<file path="src/rtl/tod_pkg.sv">
package tod_pkg;
    localparam int BYTE_W   = 8;
    localparam int IDX_W    = 3;
    localparam int NUM_REGS = 5;
    localparam int SEC_W    = 6;
    localparam int MIN_W    = 6;
    localparam int HR_W     = 5;
    localparam int DAY_W    = 9;

    localparam logic [IDX_W-1:0] IX_SEC  = 3'd0;
    localparam logic [IDX_W-1:0] IX_MIN  = 3'd1;
    localparam logic [IDX_W-1:0] IX_HR   = 3'd2;
    localparam logic [IDX_W-1:0] IX_DAYL = 3'd3;
    localparam logic [IDX_W-1:0] IX_FLAG = 3'd4;

    localparam int FLG_DAYHI = 0;
    localparam int FLG_HALT  = 6;
    localparam int FLG_OVF   = 7;

    localparam logic [BYTE_W-1:0] IDLE_READ = 8'hFF;

    function automatic logic [BYTE_W-1:0] field_mask(input logic [IDX_W-1:0] idx);
        logic [BYTE_W-1:0] m;
        unique case (idx)
            IX_SEC:  m = BYTE_W'((1 << SEC_W) - 1);
            IX_MIN:  m = BYTE_W'((1 << MIN_W) - 1);
            IX_HR:   m = BYTE_W'((1 << HR_W) - 1);
            IX_DAYL: m = '1;
            IX_FLAG: m = BYTE_W'((1 << FLG_OVF) | (1 << FLG_HALT) | (1 << FLG_DAYHI));
            default: m = '0;
        endcase
        return m;
    endfunction
endpackage

</file>
<file path="src/rtl/tod_wrap_counter.sv">
module tod_wrap_counter #(
    parameter int WIDTH = 6,
    parameter int LIMIT = 60
) (
    input  logic             clk,
    input  logic             rst_n,
    input  logic             inc,
    input  logic             ld,
    input  logic [WIDTH-1:0] ld_val,
    output logic [WIDTH-1:0] count,
    output logic             carry
);
    localparam logic [WIDTH-1:0] LAST = WIDTH'(LIMIT - 1);

    assign carry = inc && (count == LAST);

    always_ff @(posedge clk) begin
        if (!rst_n) begin
            count <= '0;
        end else if (ld) begin
            count <= ld_val;
        end else if (inc) begin
            count <= (count == LAST) ? '0 : count + 1'b1;
        end
    end
endmodule

</file>
<file path="src/rtl/tod_day_counter.sv">
module tod_day_counter
    import tod_pkg::*;
(
    input  logic              clk,
    input  logic              rst_n,
    input  logic              inc,
    input  logic              ld_lo,
    input  logic              ld_flags,
    input  logic [BYTE_W-1:0] ld_val,
    output logic [DAY_W-1:0]  day_q,
    output logic              halt_q,
    output logic              ovf_q
);
    localparam logic [DAY_W-1:0] DAY_MAX = '1;

    logic [DAY_W-1:0] day_inc;
    logic             wraps;

    assign day_inc = inc ? day_q + 1'b1 : day_q;
    assign wraps   = inc && (day_q == DAY_MAX);

    always_ff @(posedge clk) begin
        if (!rst_n) begin
            day_q  <= '0;
            halt_q <= 1'b0;
            ovf_q  <= 1'b0;
        end else begin
            day_q[BYTE_W-1:0] <= ld_lo ? ld_val : day_inc[BYTE_W-1:0];
            if (ld_flags) begin
                day_q[DAY_W-1] <= ld_val[FLG_DAYHI];
                halt_q         <= ld_val[FLG_HALT];
                ovf_q          <= ld_val[FLG_OVF];
            end else begin
                day_q[DAY_W-1] <= day_inc[DAY_W-1];
                ovf_q          <= ovf_q | wraps;
            end
        end
    end
endmodule

</file>
<file path="src/rtl/tod_shadow_bank.sv">
module tod_shadow_bank
    import tod_pkg::*;
(
    input  logic                             clk,
    input  logic                             rst_n,
    input  logic                             latch,
    input  logic [NUM_REGS-1:0]              wr_hit,
    input  logic [BYTE_W-1:0]                wr_val,
    input  logic [NUM_REGS-1:0][BYTE_W-1:0]  live_in,
    input  logic [IDX_W-1:0]                 rd_idx,
    output logic [NUM_REGS-1:0][BYTE_W-1:0]  shadow_q,
    output logic [BYTE_W-1:0]                rd_data
);
    for (genvar i = 0; i < NUM_REGS; i++) begin : g_ent
        always_ff @(posedge clk) begin
            if (!rst_n) begin
                shadow_q[i] <= '0;
            end else if (wr_hit[i]) begin
                shadow_q[i] <= wr_val & field_mask(IDX_W'(i));
            end else if (latch) begin
                shadow_q[i] <= live_in[i];
            end
        end
    end

    always_comb begin
        rd_data = IDLE_READ;
        for (int i = 0; i < NUM_REGS; i++) begin
            if (rd_idx == IDX_W'(i)) rd_data = shadow_q[i];
        end
    end
endmodule

</file>
<file path="src/rtl/tod_clock_counter.sv">
module tod_clock_counter
    import tod_pkg::*;
(
    input  logic              clk,
    input  logic              rst_n,
    input  logic              tick_1hz,
    input  logic              latch_stb,
    input  logic              wr_en,
    input  logic [IDX_W-1:0]  wr_idx,
    input  logic [BYTE_W-1:0] wr_data,
    input  logic [IDX_W-1:0]  rd_idx,
    output logic [BYTE_W-1:0] rd_data
);
    logic [NUM_REGS-1:0]             wr_hit;
    logic [NUM_REGS-1:0][BYTE_W-1:0] live_bytes;
    logic [NUM_REGS-1:0][BYTE_W-1:0] shadow_bytes;
    logic [SEC_W-1:0] sec_q;
    logic [MIN_W-1:0] min_q;
    logic [HR_W-1:0]  hr_q;
    logic [DAY_W-1:0] day_q;
    logic halt_q, ovf_q;
    logic tick_ok, sec_cy, min_cy, hr_cy;

    for (genvar i = 0; i < NUM_REGS; i++) begin : g_hit
        assign wr_hit[i] = wr_en && (wr_idx == IDX_W'(i));
    end

    assign tick_ok = tick_1hz && !halt_q;

    tod_wrap_counter #(.WIDTH(SEC_W), .LIMIT(60)) u_sec (
        .clk(clk), .rst_n(rst_n), .inc(tick_ok), .ld(wr_hit[IX_SEC]),
        .ld_val(wr_data[SEC_W-1:0]), .count(sec_q), .carry(sec_cy));

    tod_wrap_counter #(.WIDTH(MIN_W), .LIMIT(60)) u_min (
        .clk(clk), .rst_n(rst_n), .inc(sec_cy), .ld(wr_hit[IX_MIN]),
        .ld_val(wr_data[MIN_W-1:0]), .count(min_q), .carry(min_cy));

    tod_wrap_counter #(.WIDTH(HR_W), .LIMIT(24)) u_hr (
        .clk(clk), .rst_n(rst_n), .inc(min_cy), .ld(wr_hit[IX_HR]),
        .ld_val(wr_data[HR_W-1:0]), .count(hr_q), .carry(hr_cy));

    tod_day_counter u_day (
        .clk(clk), .rst_n(rst_n), .inc(hr_cy), .ld_lo(wr_hit[IX_DAYL]),
        .ld_flags(wr_hit[IX_FLAG]), .ld_val(wr_data),
        .day_q(day_q), .halt_q(halt_q), .ovf_q(ovf_q));

    always_comb begin
        live_bytes          = '0;
        live_bytes[IX_SEC]  = BYTE_W'(sec_q);
        live_bytes[IX_MIN]  = BYTE_W'(min_q);
        live_bytes[IX_HR]   = BYTE_W'(hr_q);
        live_bytes[IX_DAYL] = day_q[BYTE_W-1:0];
        live_bytes[IX_FLAG][FLG_DAYHI] = day_q[DAY_W-1];
        live_bytes[IX_FLAG][FLG_HALT]  = halt_q;
        live_bytes[IX_FLAG][FLG_OVF]   = ovf_q;
    end

    tod_shadow_bank u_bank (
        .clk(clk), .rst_n(rst_n), .latch(latch_stb), .wr_hit(wr_hit),
        .wr_val(wr_data), .live_in(live_bytes), .rd_idx(rd_idx),
        .shadow_q(shadow_bytes), .rd_data(rd_data));
endmodule

</file>
<file path="config.mk">
export PLATFORM = sky130hd
export DESIGN_NAME = tod_clock_counter
export DESIGN_NICKNAME = d
export VERILOG_FILES = /design/src/rtl/tod_pkg.sv /design/src/rtl/tod_wrap_counter.sv /design/src/rtl/tod_day_counter.sv /design/src/rtl/tod_shadow_bank.sv /design/src/rtl/tod_clock_counter.sv
export SDC_FILE = /design/constraint.sdc
export NUM_CORES = 1
export LEC_CHECK = 0
export ABC_AREA = 1
export BUFFER_PORTS_ARGS = -buffer_cell sky130_fd_sc_hd__buf_2
export CAP_MARGIN = 40
export CORE_AREA = 3 3 81 83
export CTS_BUF_LIST = sky130_fd_sc_hd__clkbuf_4
export DETAILED_ROUTE_END_ITERATION = 6
export DIE_AREA = 0 0 84 86
export PLACE_DENSITY = 0.7
export REMOVE_ABC_BUFFERS = 1
export SLEW_MARGIN = 20
export SYNTH_ARGS = -nofsm -noshare
export SYNTH_HDL_FRONTEND = slang
export SYNTH_SLANG_ARGS = --single-unit
</file>
<file path="constraint.sdc">
create_clock -name clk -period 2 [get_ports clk]
set_input_delay 0.3 -clock clk [delete_from_list [all_inputs] [get_ports clk]]
set_output_delay 0.3 -clock clk [all_outputs]
set_load 0.01 [all_outputs]
</file>
Word level (Yosys, flattened, before mapping)
Cells that the tools add are included.
{ "totals": {"reg_bits": 56, "inputBits": 19, "word_cells": 80} }
{ "op_classes": {"add_sub_neg": 4, "eq_ne": 12, "n_mux": 28, "n_bitwise": 1, "reduce_logical": 23} }
{ "op_table": {"columns": ["cell", "count"], "rows": [
  ["2-to-1 mux 8 bit", 10],
  ["2-to-1 mux 6 bit", 10],
  ["2-to-1 mux 5 bit", 5],
  ["nonzero test 2 bit", 10],
  ["adder 6 x 1 -> 6 bit, second input constant", 2],
  ["== test 3 x 2 -> 1 bit, second input constant", 4],
  ["== test 6 bit, second input constant", 2],
  ["logical AND 1 bit", 10],
  ["adder 9 x 1 -> 9 bit, second input constant", 1],
  ["== test 9 bit, second input constant", 1],
  ["2-to-1 mux 9 bit", 1],
  ["== test 3 x 1 -> 1 bit, second input constant", 2],
  ["== test 3 bit, second input constant", 2],
  ["zero test 3 bit", 2],
  ["adder 5 x 1 -> 5 bit, second input constant", 1],
  ["== test 5 bit, second input constant", 1],
  ["2-to-1 mux 1 bit", 2],
  ["zero test 1 bit", 1],
  ["bitwise OR 1 bit", 1]
]} }

Depth between registers and ports, before layout
Gate-level depths: netlist (run 1).
{ "depth": {"ltp_word": 8, "depth_mapped": 10} }

Hierarchy
Synthesis (run 1) repeated with hierarchy kept, for this count alone.
{ "unflattened": {"hier_cells": 560, "area_unflattened_um2": 3818.7} }
{ "by_module_without_submodules": {"columns": ["module", "instances", "cells_each", "area_per_inst_um2", "seq_area_each_um2"], "rows": [
  ["tod_shadow_bank", 1, 300, 2035.7, 800.8],
  ["tod_wrap_counter (u_min ...)", 2, 57, 396.6, 120.1],
  ["tod_day_counter", 1, 87, 629.4, 220.2],
  ["tod_wrap_counter (u_hr)", 1, 42, 294.0, 100.1],
  ["tod_clock_counter", 1, 17, 66.3, 0.0]
]} }

Worst setup path before layout (run 1)
Ideal clock, no wire load.
{ "synth_timing": {"path_type": "register to register", "start": "reg u_day.day_q[0]", "end": "reg u_day.day_q[8]", "setup_ns": 0.129, "arrival_ns": 1.496, "setup_slack_ns": 0.375, "path_stages_with_launch": 10, "n_path_buf": 0, "synth_period_minus_slack_ns": 1.625, "path_cell_list": "dfxtp_1 > ha_1 > nand2_1 > nor3_1 > and3_1 > ha_1 > nand2_1 > o21ai_1 > nor2_1 > nor2_1"} }
{ "synth_between": {"elab_chain_cells": 3} }
{ "synth_lines": {"columns": ["element", "line", "source"], "rows": [
  ["start, declared", "tod_day_counter.sv:10", "output logic [DAY_W-1:0] day_q,"],
  ["start signal, assigned by index", "tod_day_counter.sv:28", "day_q[BYTE_W-1:0] <= ld_lo ? ld_val : day_inc[BYTE_W-1:0];"],
  ["start signal, assigned by index", "tod_day_counter.sv:30", "day_q[DAY_W-1] <= ld_val[FLG_DAYHI];"],
  ["start signal, assigned by index", "tod_day_counter.sv:34", "day_q[DAY_W-1] <= day_inc[DAY_W-1];"],
  ["adder 9 x 1 -> 9 bit", "tod_day_counter.sv:19", "assign day_inc = inc ? day_q + 1'b1 : day_q;"],
  ["2-to-1 mux 9 bit", "tod_day_counter.sv:19", null],
  ["2-to-1 mux 1 bit", "tod_day_counter.sv:29", "if (ld_flags) begin"]
]} }
No other way between the ends. The select of a mux whose other input is x is not followed.
A chain may end at the register's enable or synchronous reset.

Worst setup path in the final report (run 1)
{ "layout_timing": {"start": "reg u_day.day_q[1]", "end": "reg u_day.day_q[8]"} }
Same word-level chain as after synthesis.

==> flow_summary.ini, run 1 <==
[power]
p_leak_nw = 1.394
ir_drop_mv = 0.2740
intPower_w = 0.001391
pwr-share-seq = 0.607
comb_power_share = 0.132
swShare = 0.2775
pwr-share-clk = 0.261
power-per-cell-area_nw_per_um2 = 579.5
power.switching_w = 0.0005345

[grt]
use_met2 = 0.3673
grt_pass1_vias = 2810
met3_usage = 0.02882
gr-max-usage-layer = met2
grt_overflow = 0
grt_usage = 0.2268
grt_max_degree = 28
grt_pass1_wl_mm = 13.27
antenna_found_initial = 0
grtUsageMet1 = 0.3082

[yosys]
synth_area_leaders = dfxtp_1 (37%), nand2_1 (16%), nand3_1 (9.0%)
synth.top_cell.area_share = 0.3675
yosys_warnings = 0
synth_flop_cell = dfxtp_1
synth_area_leader_cell = dfxtp_1
ys_ff_latch = 56
yosysSeqAreaShare = 0.3675
async_reset_ff_frac = 0
synth_area_um2 = 3050
synthCells = 455
avgSynthCellArea_um2 = 6.704
ys_types = 38
synth_common_cells = nand2_1 (130), dfxtp_1 (56), nand3_1 (55), nor2_1 (46), a31oi_1 (32)
synth-edff-count = 0
synth.most_common_cell = nand2_1

[sta]
finalSetupTns_ps = 0
final-setup-viol-count = 0
hold_violations = 0
fin_worst_skew_ps = 7.846
post-route-min-period_ps = 1811
max_freq_ghz = 0.5520
fin_crit_sh = 0.9057
whs_ps = 191.4
worst_slew_pin_slew_ps = 429.1
max-slew-margin-rel = 0.7129
rsz0062_at_grt = false
slew_violations = 0

[critical_path]
worstPathArrival_ps = 2080
end_kind = register
critPathKind = register to register
cp-start-kind = register
critPathMaxStageDelay_ps = 410
critPathSlowestCell = dfxtp_1
crit_start = u_day.day_q[1]$_SDFFE_PN0P_
path_cells = ha_1 > nand2_1 > nor3_1 > and3_1 > ha_1 > nand2_1 > o21ai_1 > nor2_1 > nor2_1
required_ps = 2270
crit_path_max_fanout = 4
r2r_start = u_day.day_q[1]$_SDFFE_PN0P_

[cells_and_area]
drive_gt1_frac = 0.1284
area_growth_pct = 8.942
final_util = 0.5613
nets = 506
antennaDiodeCount = 0

[clocking]
cts_buffer_depth = 2
ctsResizeCount = 0
htreeDepth = 2
cts_tree = built
insertion_delay_ps = 370
numClockSinks = 56
clk_pin_slew_worst_paths_ps = 150
ctsHoldBuffers = 0
clock-root-buffer = clkbuf_4
post_cts_buffers = 0
numCtsBuffers = 5

[die]
die_x_um = 84
io_pins = 27
fp.dieH_um = 86
start_util = 0.5152
die-area_um2 = 7224
core-area_um2 = 5921
rows = 28

[drt]
drt_first_pass_iters = 5
wl_per_cell_um = 14.53
drt-initial-drc-count = 196
vias = 3138
antenna_left = 0
viasPerCell = 5.624
drcViolationCount = 0
wl_mm = 8.105

[worst_hold_path]
hold_class = input pin to register
hold_start = rst_n

[run]
max_cap_viol_count = 0

[placement]
finalWeightedCongestion = 0.9196
dp_hpwl_mm = 6.019
io_buffers = 26

[outcome]
status = complete, no violations
==> layout make-up <==
type | count | area, um^2
timing repair buffer | 31 | 167.7
clock inverter | 1 | 3.754
tap | 75 | 93.84
clock buffer | 7 | 52.55
multi-input combinational | 349 | 1738
inverter | 39 | 146.4
sequential | 56 | 1121
fill | 587 | 2597
==> layer usage <==
layer  up-vias  routed length [um]
met5         -                   0
met4         0                 184
met3        20                 445
met2        95                3677
met1      1436                3798
li1       1587                   -
==> critical path, delay by kind of cell, from the launching register on <==
kind / cells / cell delay (ps)
DFF: 1 / 410
and+or+nand+nor: 6 / 780
AOI/OAI and AO/OA: 1 / 70
adders and majority gates: 2 / 440
==> sequential cells by signal, summed over array words and instances (netlist names) <==
register	cells
u_min.count	6
u_day.day_q	9
u_sec.count	6
u_day.ovf_q	1
u_day.halt_q	1
u_hr.count	5
u_bank.shadow_q	28
==> final timing paths <==
| check | end | slack [ps] | cells after the start |
|---|---|---|---|
| setup reg to reg | u_day.day_q[8]$_SDFFE_PN0P_ | 190 | 9 |
| hold reg to reg | u_bank.shadow_q[26]$_SDFFE_PN0P_ | 490 | 2 |
| hold / removal | u_bank.shadow_q[32]$_SDFFE_PN0P_ | 190 | 3 |
| setup / recovery | u_day.day_q[8]$_SDFFE_PN0P_ | 190 | 9 |
==> metrics by stage <==
step	power (W)	area (um^2)	instances	setup WS, ps
global route	0.002020	3323	558	31.04
floorplan	0.001329	3005	444	357.4
finish	0.001926	3323	558	188.5
global placement	0.001438	3267	550	289.3
CTS	0.001938	3323	558	186.3
detailed placement	0.001442	3267	550	217.3
==> kinds of logic (layout without fill, tap and decap cells) <==
kind of cell	after synthesis	after routing	share of synthesized area
adder cells (fa/ha/maj)	5	5	0.02051
buffers and inverters	50	78	0.06276
flip-flops	56	56	0.3675
XOR/XNOR	5	5	0.01436
AO/OA/AOI/OAI	84	84	0.1604
AND/OR/NAND/NOR	255	255	0.3745
==> cell usage in the layout (no fill, tap or decap), drive strengths merged, types with 5 or more instances in the layout <==
| master | synthesis | layout |
|---|---|---|
| a21oi | 19 | 19 |
| a31oi | 32 | 32 |
| buf | 3 | 31 |
| clkbuf | 8 | 7 |
| dfxtp | 56 | 56 |
| ha | 5 | 5 |
| inv | 36 | 36 |
| nand2 | 133 | 133 |
| nand3 | 58 | 58 |
| nor2 | 52 | 52 |
| o21ai | 22 | 22 |
| o22ai | 5 | 5 |
==> power groups by stage <==
stage / Sequential (W) / Clock [W] / Combinational, W
floorplan: 0.00118 / 0 / 0.000145
global placement: 0.00119 / 0 / 0.000247
detailed placement: 0.00119 / 0 / 0.000251
CTS: 0.00117 / 0.000519 / 0.000251
global route: 0.00117 / 0.000567 / 0.000280
finish: 0.00117 / 0.000503 / 0.000254
Power figures use the tool's default switching activity.
==> run 2, diff against run 1 <==
--- a/config.mk
+++ b/config.mk
@@ -12,7 +12,7 @@
 export CTS_BUF_LIST = sky130_fd_sc_hd__clkbuf_4
 export DETAILED_ROUTE_END_ITERATION = 6
 export DIE_AREA = 0 0 84 86
-export PLACE_DENSITY = 0.7
+export PLACE_DENSITY = 0.69
 export REMOVE_ABC_BUFFERS = 1
 export SLEW_MARGIN = 20
 export SYNTH_ARGS = -nofsm -noshare
==> constraint.sdc (replaced) <==
create_clock -name clk -period 2.3 [get_ports clk]
set_input_delay 0.345 -clock clk [delete_from_list [all_inputs] [get_ports clk]]
set_output_delay 0.345 -clock clk [all_outputs]
set_load 0.01 [all_outputs]
==> run 2 against run 1 <==
Effect of this change:
- wire length fell by 1.1%
- largest cell class unchanged
- worst setup slack improved by 270 ps
- largest power group unchanged
- worst hold slack improved by 8.0 ps
- sequential cell count unchanged
- critical path depth stayed put
- via count fell by 0.80%
- final cell count is 0.18% lower
- utilization up 0.36 points
- sequential share of layout area decreased by 0.21 points
- first-iteration DRC count is 9.2% lower
- critical endpoint unchanged
- design area grew 0.64%
- global-route usage rose by 0.43 points
==> flow_summary.ini, run 2 (synthesis gave the netlist of run 1 again) <==
[sta]
fin_crit_sh = 0.7988
rsz0062_at_grt = false
slew_violations = 0
fin_worst_skew_ps = 28.41
hold_violations = 0
max-slew-margin-rel = 0.6875
max_freq_ghz = 0.5443
post-route-min-period_ps = 1837
final-setup-viol-count = 0
worst_slew_pin_slew_ps = 465.9
finalSetupTns_ps = 0

[cells_and_area]
drive_gt1_frac = 0.1286
layout_commonest_cell = nand2_1
final_cell_mix = nand2_1 (130), dfxtp_1 (56), nand3_1 (55)
regArea_um2 = 1121
final_area_um2 = 3344
nets = 505
final_util = 0.5649
top_regs = u_bank.shadow_q: 28 flops, u_day.day_q: 9 flops
antennaDiodeCount = 0
regMostFlops = u_bank.shadow_q
area_growth_pct = 9.639
largest_register_ffs = 28
multi_input_area_um2 = 1738
n_fill_cell = 564

[grt]
grt_overflow = 0
grt_usage = 0.2312
grt_pass1_wl_mm = 13.53
grt_max_degree = 31
antenna_found_initial = 0
grt_pass1_vias = 2779

[critical_path]
r2r_cells = 9
end_kind = register
cp-start-kind = register
rr_endpoint = u_day.day_q[8]$_SDFFE_PN0P_
r2r_slack_ps = 460
crit_path_max_fanout = 5
critPathCapture = u_day.day_q[8]$_SDFFE_PN0P_
critPathKind = register to register
r2r_start = u_day.day_q[0]$_SDFFE_PN0P_
required_ps = 2610
worstPathArrival_ps = 2150
crit_start = u_day.day_q[0]$_SDFFE_PN0P_

[clocking]
clk_pin_slew_worst_paths_ps = 190
insertion_delay_ps = 400
numCtsBuffers = 5
clock-root-buffer = clkbuf_4
cts_buffer_depth = 2
ctsResizeCount = 0
ctsHoldBuffers = 0
htreeDepth = 2
post_cts_buffers = 0
cts_tree = built
numClockSinks = 56

[worst_hold_path]
hold_class = input pin to register
hold_start = rst_n

[placement]
finalWeightedCongestion = 0.8636
io_buffers = 26
placed_area_um2 = 3259
dp_hpwl_mm = 5.982

[power]
comb_power_share = 0.121
swShare = 0.2787
intPower_w = 0.001301
power.switching_w = 0.0005025
power-per-cell-area_nw_per_um2 = 539.1
pwr-share-clk = 0.315
p_leak_nw = 1.401
ir_drop_mv = 0.2087
pwr-share-seq = 0.564
power_w = 0.001803

[drt]
wl_per_cell_um = 14.38
drt_first_pass_iters = 5
drt-initial-drc-count = 178
viasPerCell = 5.589
wl_mm = 8.012
drcViolationCount = 0
vias = 3113
antenna_left = 0

[outcome]
status = complete, no violations

[die]
fp.dieH_um = 86
start_util = 0.5152
rows = 28
io_pins = 27
die-area_um2 = 7224
core-area_um2 = 5921
die_x_um = 84

[run]
max_cap_viol_count = 0
[run 2: cell types whose count changed in the layout (fill, tap and decap cells not counted), sizes merged]
cell,before,now
buf,31,30
clkbuf,7,5
clkinv,4,5
bufinv,0,1
[run 2: stage by stage]
stage	setup slack, ps	hold WS, ps	instances
floorplan	657.4	442.6	444
global placement	579.8	463.2	549
detailed placement	489.6	471.6	549
CTS	459.1	202.1	557
global route	204.5	189.4	557
finish	462.7	199.4	557
[run 2: final cells by class]
type | count | share of cell area
Clock buffer | 5 | 0.01122
Clock inverter | 3 | 0.01422
Sequential cell | 56 | 0.3352
Timing Repair Buffer | 30 | 0.04789
Multi-Input combinational cell | 349 | 0.5196
Inverter | 39 | 0.04377
Tap cell | 75 | 0.02806
[run 2: power groups by stage]
stage	clock [W]	combinational (W)	sequential (W)
5_1_grt	0.000607	0.000245	0.00102
3_5_place_dp	0	0.000217	0.00104
4_1_cts	0.000570	0.000218	0.00102
3_3_place_gp	0	0.000215	0.00104
2_1_floorplan	0	0.000126	0.00103
6_report	0.000568	0.000218	0.00102
[run 2: how the worst min path moves through the flow]
stage / endpoint / slack [ps] / depth (start not counted)
after floorplan: u_bank.shadow_q[31]$_SDFFE_PN0P_ / 440 / 2
after global placement: u_bank.shadow_q[24]$_SDFFE_PN0P_ / 460 / 2
after detailed placement: u_bank.shadow_q[39]$_SDFFE_PN0P_ / 470 / 2
after CTS: u_bank.shadow_q[31]$_SDFFE_PN0P_ / 200 / 3
final: u_bank.shadow_q[32]$_SDFFE_PN0P_ / 200 / 3
after global routing: u_bank.shadow_q[31]$_SDFFE_PN0P_ / 190 / 3
[run 2: worst max-delay path: stages (launching register included)]
cell     delay (ps)
dfxtp_1         450
ha_1            230
nand2_1          90
nor3_1          290
and3_1          210
ha_1            220
nand2_1          60
o21ai_1          70
nor2_1           80
nor2_1           40
[run 2: per-layer routing]
metal  wire, um  share of wire  track usage
met1       3823           0.48       0.3163
met3        429          0.054      0.04419
met2       3610           0.45       0.3695
met5          0              0            0
met4        148          0.018      0.07310
==> run 3, diff against run 2 <==
--- a/config.mk
+++ b/config.mk
@@ -12,7 +12,7 @@
 export CTS_BUF_LIST = sky130_fd_sc_hd__clkbuf_4
 export DETAILED_ROUTE_END_ITERATION = 6
 export DIE_AREA = 0 0 84 86
-export PLACE_DENSITY = 0.69
+export PLACE_DENSITY = 0.71
 export REMOVE_ABC_BUFFERS = 1
 export SLEW_MARGIN = 20
 export SYNTH_ARGS = -nofsm -noshare
==> constraint.sdc (replaced) <==
create_clock -name clk -period 1.5 [get_ports clk]
set_input_delay 0.225 -clock clk [delete_from_list [all_inputs] [get_ports clk]]
set_output_delay 0.225 -clock clk [all_outputs]
set_load 0.01 [all_outputs]
==> run 3 against run 2 <==
Effect of this change:
- the run now ends with negative setup slack left
- combinational power is 85% higher
- critical path depth is 6 lower
- largest power group unchanged
- register-to-register slack worse by 480 ps
- sequential power is 53% higher
- highest routed layer unchanged
- global-route usage is 0.40 points higher
- final cell count is 8.1% higher
- critical path type is now register to output pin
- total power is 54% higher
==> flow_summary.ini, run 3 (synthesis gave the netlist of run 1 again) <==
[critical_path]
required_ps = 1270
rr_endpoint = u_day.day_q[8]$_SDFFE_PN0P_
critPathSlowestCell = dfxtp_2
r2r_cells = 9
worstPathArrival_ps = 1310
r2r_start = u_day.day_q[0]$_SDFFE_PN0P_
timing.critical_path.buf_inv = 1
worstSetupPathDepth = 3
critPathMaxStageDelay_ps = 380
end_kind = output pin
r2r_slack_ps = -20
crit_start = u_bank.shadow_q[0]$_SDFFE_PN0P_
critPathKind = register to output pin
crit_family = compound AO/OA/AOI/OAI gates
critPathCapture = rd_data[0]
crit_path_max_fanout = 2
path_cells = o22ai_2 > o31ai_2 > buf_2
cp-start-kind = register

[drt]
drcViolationCount = 0
antenna_left = 0
wl_per_cell_um = 14.43
drt_first_pass_iters = 5
wl_mm = 8.688
vias = 3328
viasPerCell = 5.528
drt-initial-drc-count = 234

[sta]
rsz0062_at_grt = true
slew_violations = 0
hold_violations = 0
setup_slack_ps = -37.58
finalSetupTns_ps = -75.05
final-setup-viol-count = 3
fin_worst_skew_ps = 12.49
max-slew-margin-rel = 0.7423
fin_crit_sh = 1.025
max_freq_ghz = 0.6504
worst_slew_pin_slew_ps = 385.1
post-route-min-period_ps = 1538

[cells_and_area]
regMostFlops = u_bank.shadow_q
drive_gt1_frac = 0.2865
regArea_um2 = 1139
nets = 550
n_fill_cell = 539
top_regs = u_bank.shadow_q: 28 flops, u_day.day_q: 9 flops
layout_commonest_cell = nand2_1
area_growth_pct = 27.24
final_util = 0.6555
largest_register_ffs = 28
antennaDiodeCount = 0
final_cell_mix = nand2_1 (123), nand3_1 (51), buf_4 (45)
multi_input_area_um2 = 1921

[die]
io_pins = 27
fp.dieH_um = 86
die-area_um2 = 7224
core-area_um2 = 5921
die_x_um = 84
rows = 28
start_util = 0.5152

[clocking]
clock-root-buffer = clkbuf_4
cts_tree = built
htreeDepth = 2
ctsHoldBuffers = 0
cts_buffer_depth = 2
clk_pin_slew_worst_paths_ps = 160
numCtsBuffers = 5
numClockSinks = 56
insertion_delay_ps = 380

[placement]
io_buffers = 26
finalWeightedCongestion = 0.9229
dp_hpwl_mm = 6.409

[grt]
grt_max_degree = 32
grt_usage = 0.2352
grt_overflow = 0
antenna_found_initial = 0
grt_pass1_wl_mm = 13.75
grt_pass1_vias = 3036

[power]
power-per-cell-area_nw_per_um2 = 715.4
ir_drop_mv = 0.4108
p_leak_nw = 1.664

[run]
max_cap_viol_count = 0

[worst_hold_path]
hold_class = input pin to register

[outcome]
violations = negative setup slack
status = finished with violations
## run 3: changes by cell type in the layout (fill, tap and decap cells not counted), moves of 4 or more
| cell | previous run | this run |
|---|---|---|
| a21oi_1 | 18 | 14 |
| nand3_1 | 55 | 51 |
| nand2_2 | 1 | 6 |
| ha_1 | 5 | 1 |
| nand3_2 | 2 | 6 |
| dfxtp_1 | 56 | 42 |
| buf_4 | 4 | 45 |
| nand2_1 | 130 | 123 |
| dfxtp_2 | 0 | 14 |
| a21oi_2 | 1 | 5 |
| nor2_1 | 46 | 40 |
## run 3: tightest hold or removal path, delay by kind of cell
| family | cells | cell delay (ps) |
|---|---|---|
| AND/OR/NAND/NOR | 1 | 70 |
| buffers and inverters | 2 | 170 |
## run 3: report_power, final
part           internal [W]  switching [W]  leakage [nW]  total (W)
Clock              0.000342       0.000475        0.0403   0.000817
Combinational      0.000151       0.000252          1.16   0.000404
Sequential          0.00153      0.0000280         0.460    0.00156
Total               0.00202       0.000756          1.66    0.00278
## run 3: worst min-delay path by stage
stage	cells past startpoint	startpoint	end
after floorplan	2	rst_n	u_bank.shadow_q[31]$_SDFFE_PN0P_
after global placement	2	u_bank.shadow_q[25]$_SDFFE_PN0P_	u_bank.shadow_q[25]$_SDFFE_PN0P_
after detailed placement	2	u_bank.shadow_q[24]$_SDFFE_PN0P_	u_bank.shadow_q[24]$_SDFFE_PN0P_
after CTS	3	rst_n	u_bank.shadow_q[32]$_SDFFE_PN0P_
after global routing	3	rst_n	u_bank.shadow_q[32]$_SDFFE_PN0P_
final	3	rst_n	u_bank.shadow_q[31]$_SDFFE_PN0P_
## run 3: metrics by stage
stage	total power, W	instances	setup slack, ps	instance area [um^2]	hold WS [ps]
after floorplan	0.001772	444	-142.6	3005	322.6
after global placement	0.001946	584	-21.32	3522	467.7
after detailed placement	0.001953	584	-42.66	3522	469.3
after CTS	0.002760	594	-30.82	3659	99.58
after global routing	0.002885	602	-104.9	3881	107.9
final	0.002777	602	-37.58	3881	125.8
## run 3: final cells by class
class / count / area share
Clock inverter: 3 / 0.009671
Multi-Input combinational cell: 350 / 0.4948
Sequential cell: 56 / 0.2934
Clock buffer: 5 / 0.009671
Inverter: 39 / 0.03901
Tap cell: 75 / 0.02418
Timing Repair Buffer: 74 / 0.1293
## run 3: what timing repair did
item                       in CTS  in global routing
setup endpoints to repair      16                 29
gates cloned                    0                  1
setup buffers                   2                  8
resized for setup              18                 45
pin swaps                       4                 20
## run 3: per-layer routing
| metal | part of all wire | wire length [um] | global-route usage | vias up |
|---|---|---|---|---|
| li1 | - | - | - | 1685 |
| met1 | 0.46 | 3991 | 0.3131 | 1505 |
| met2 | 0.47 | 4042 | 0.3876 | 118 |
| met3 | 0.051 | 445 | 0.03650 | 20 |
| met4 | 0.024 | 208 | 0.08480 | 0 |
| met5 | 0 | 0 | 0 | - |
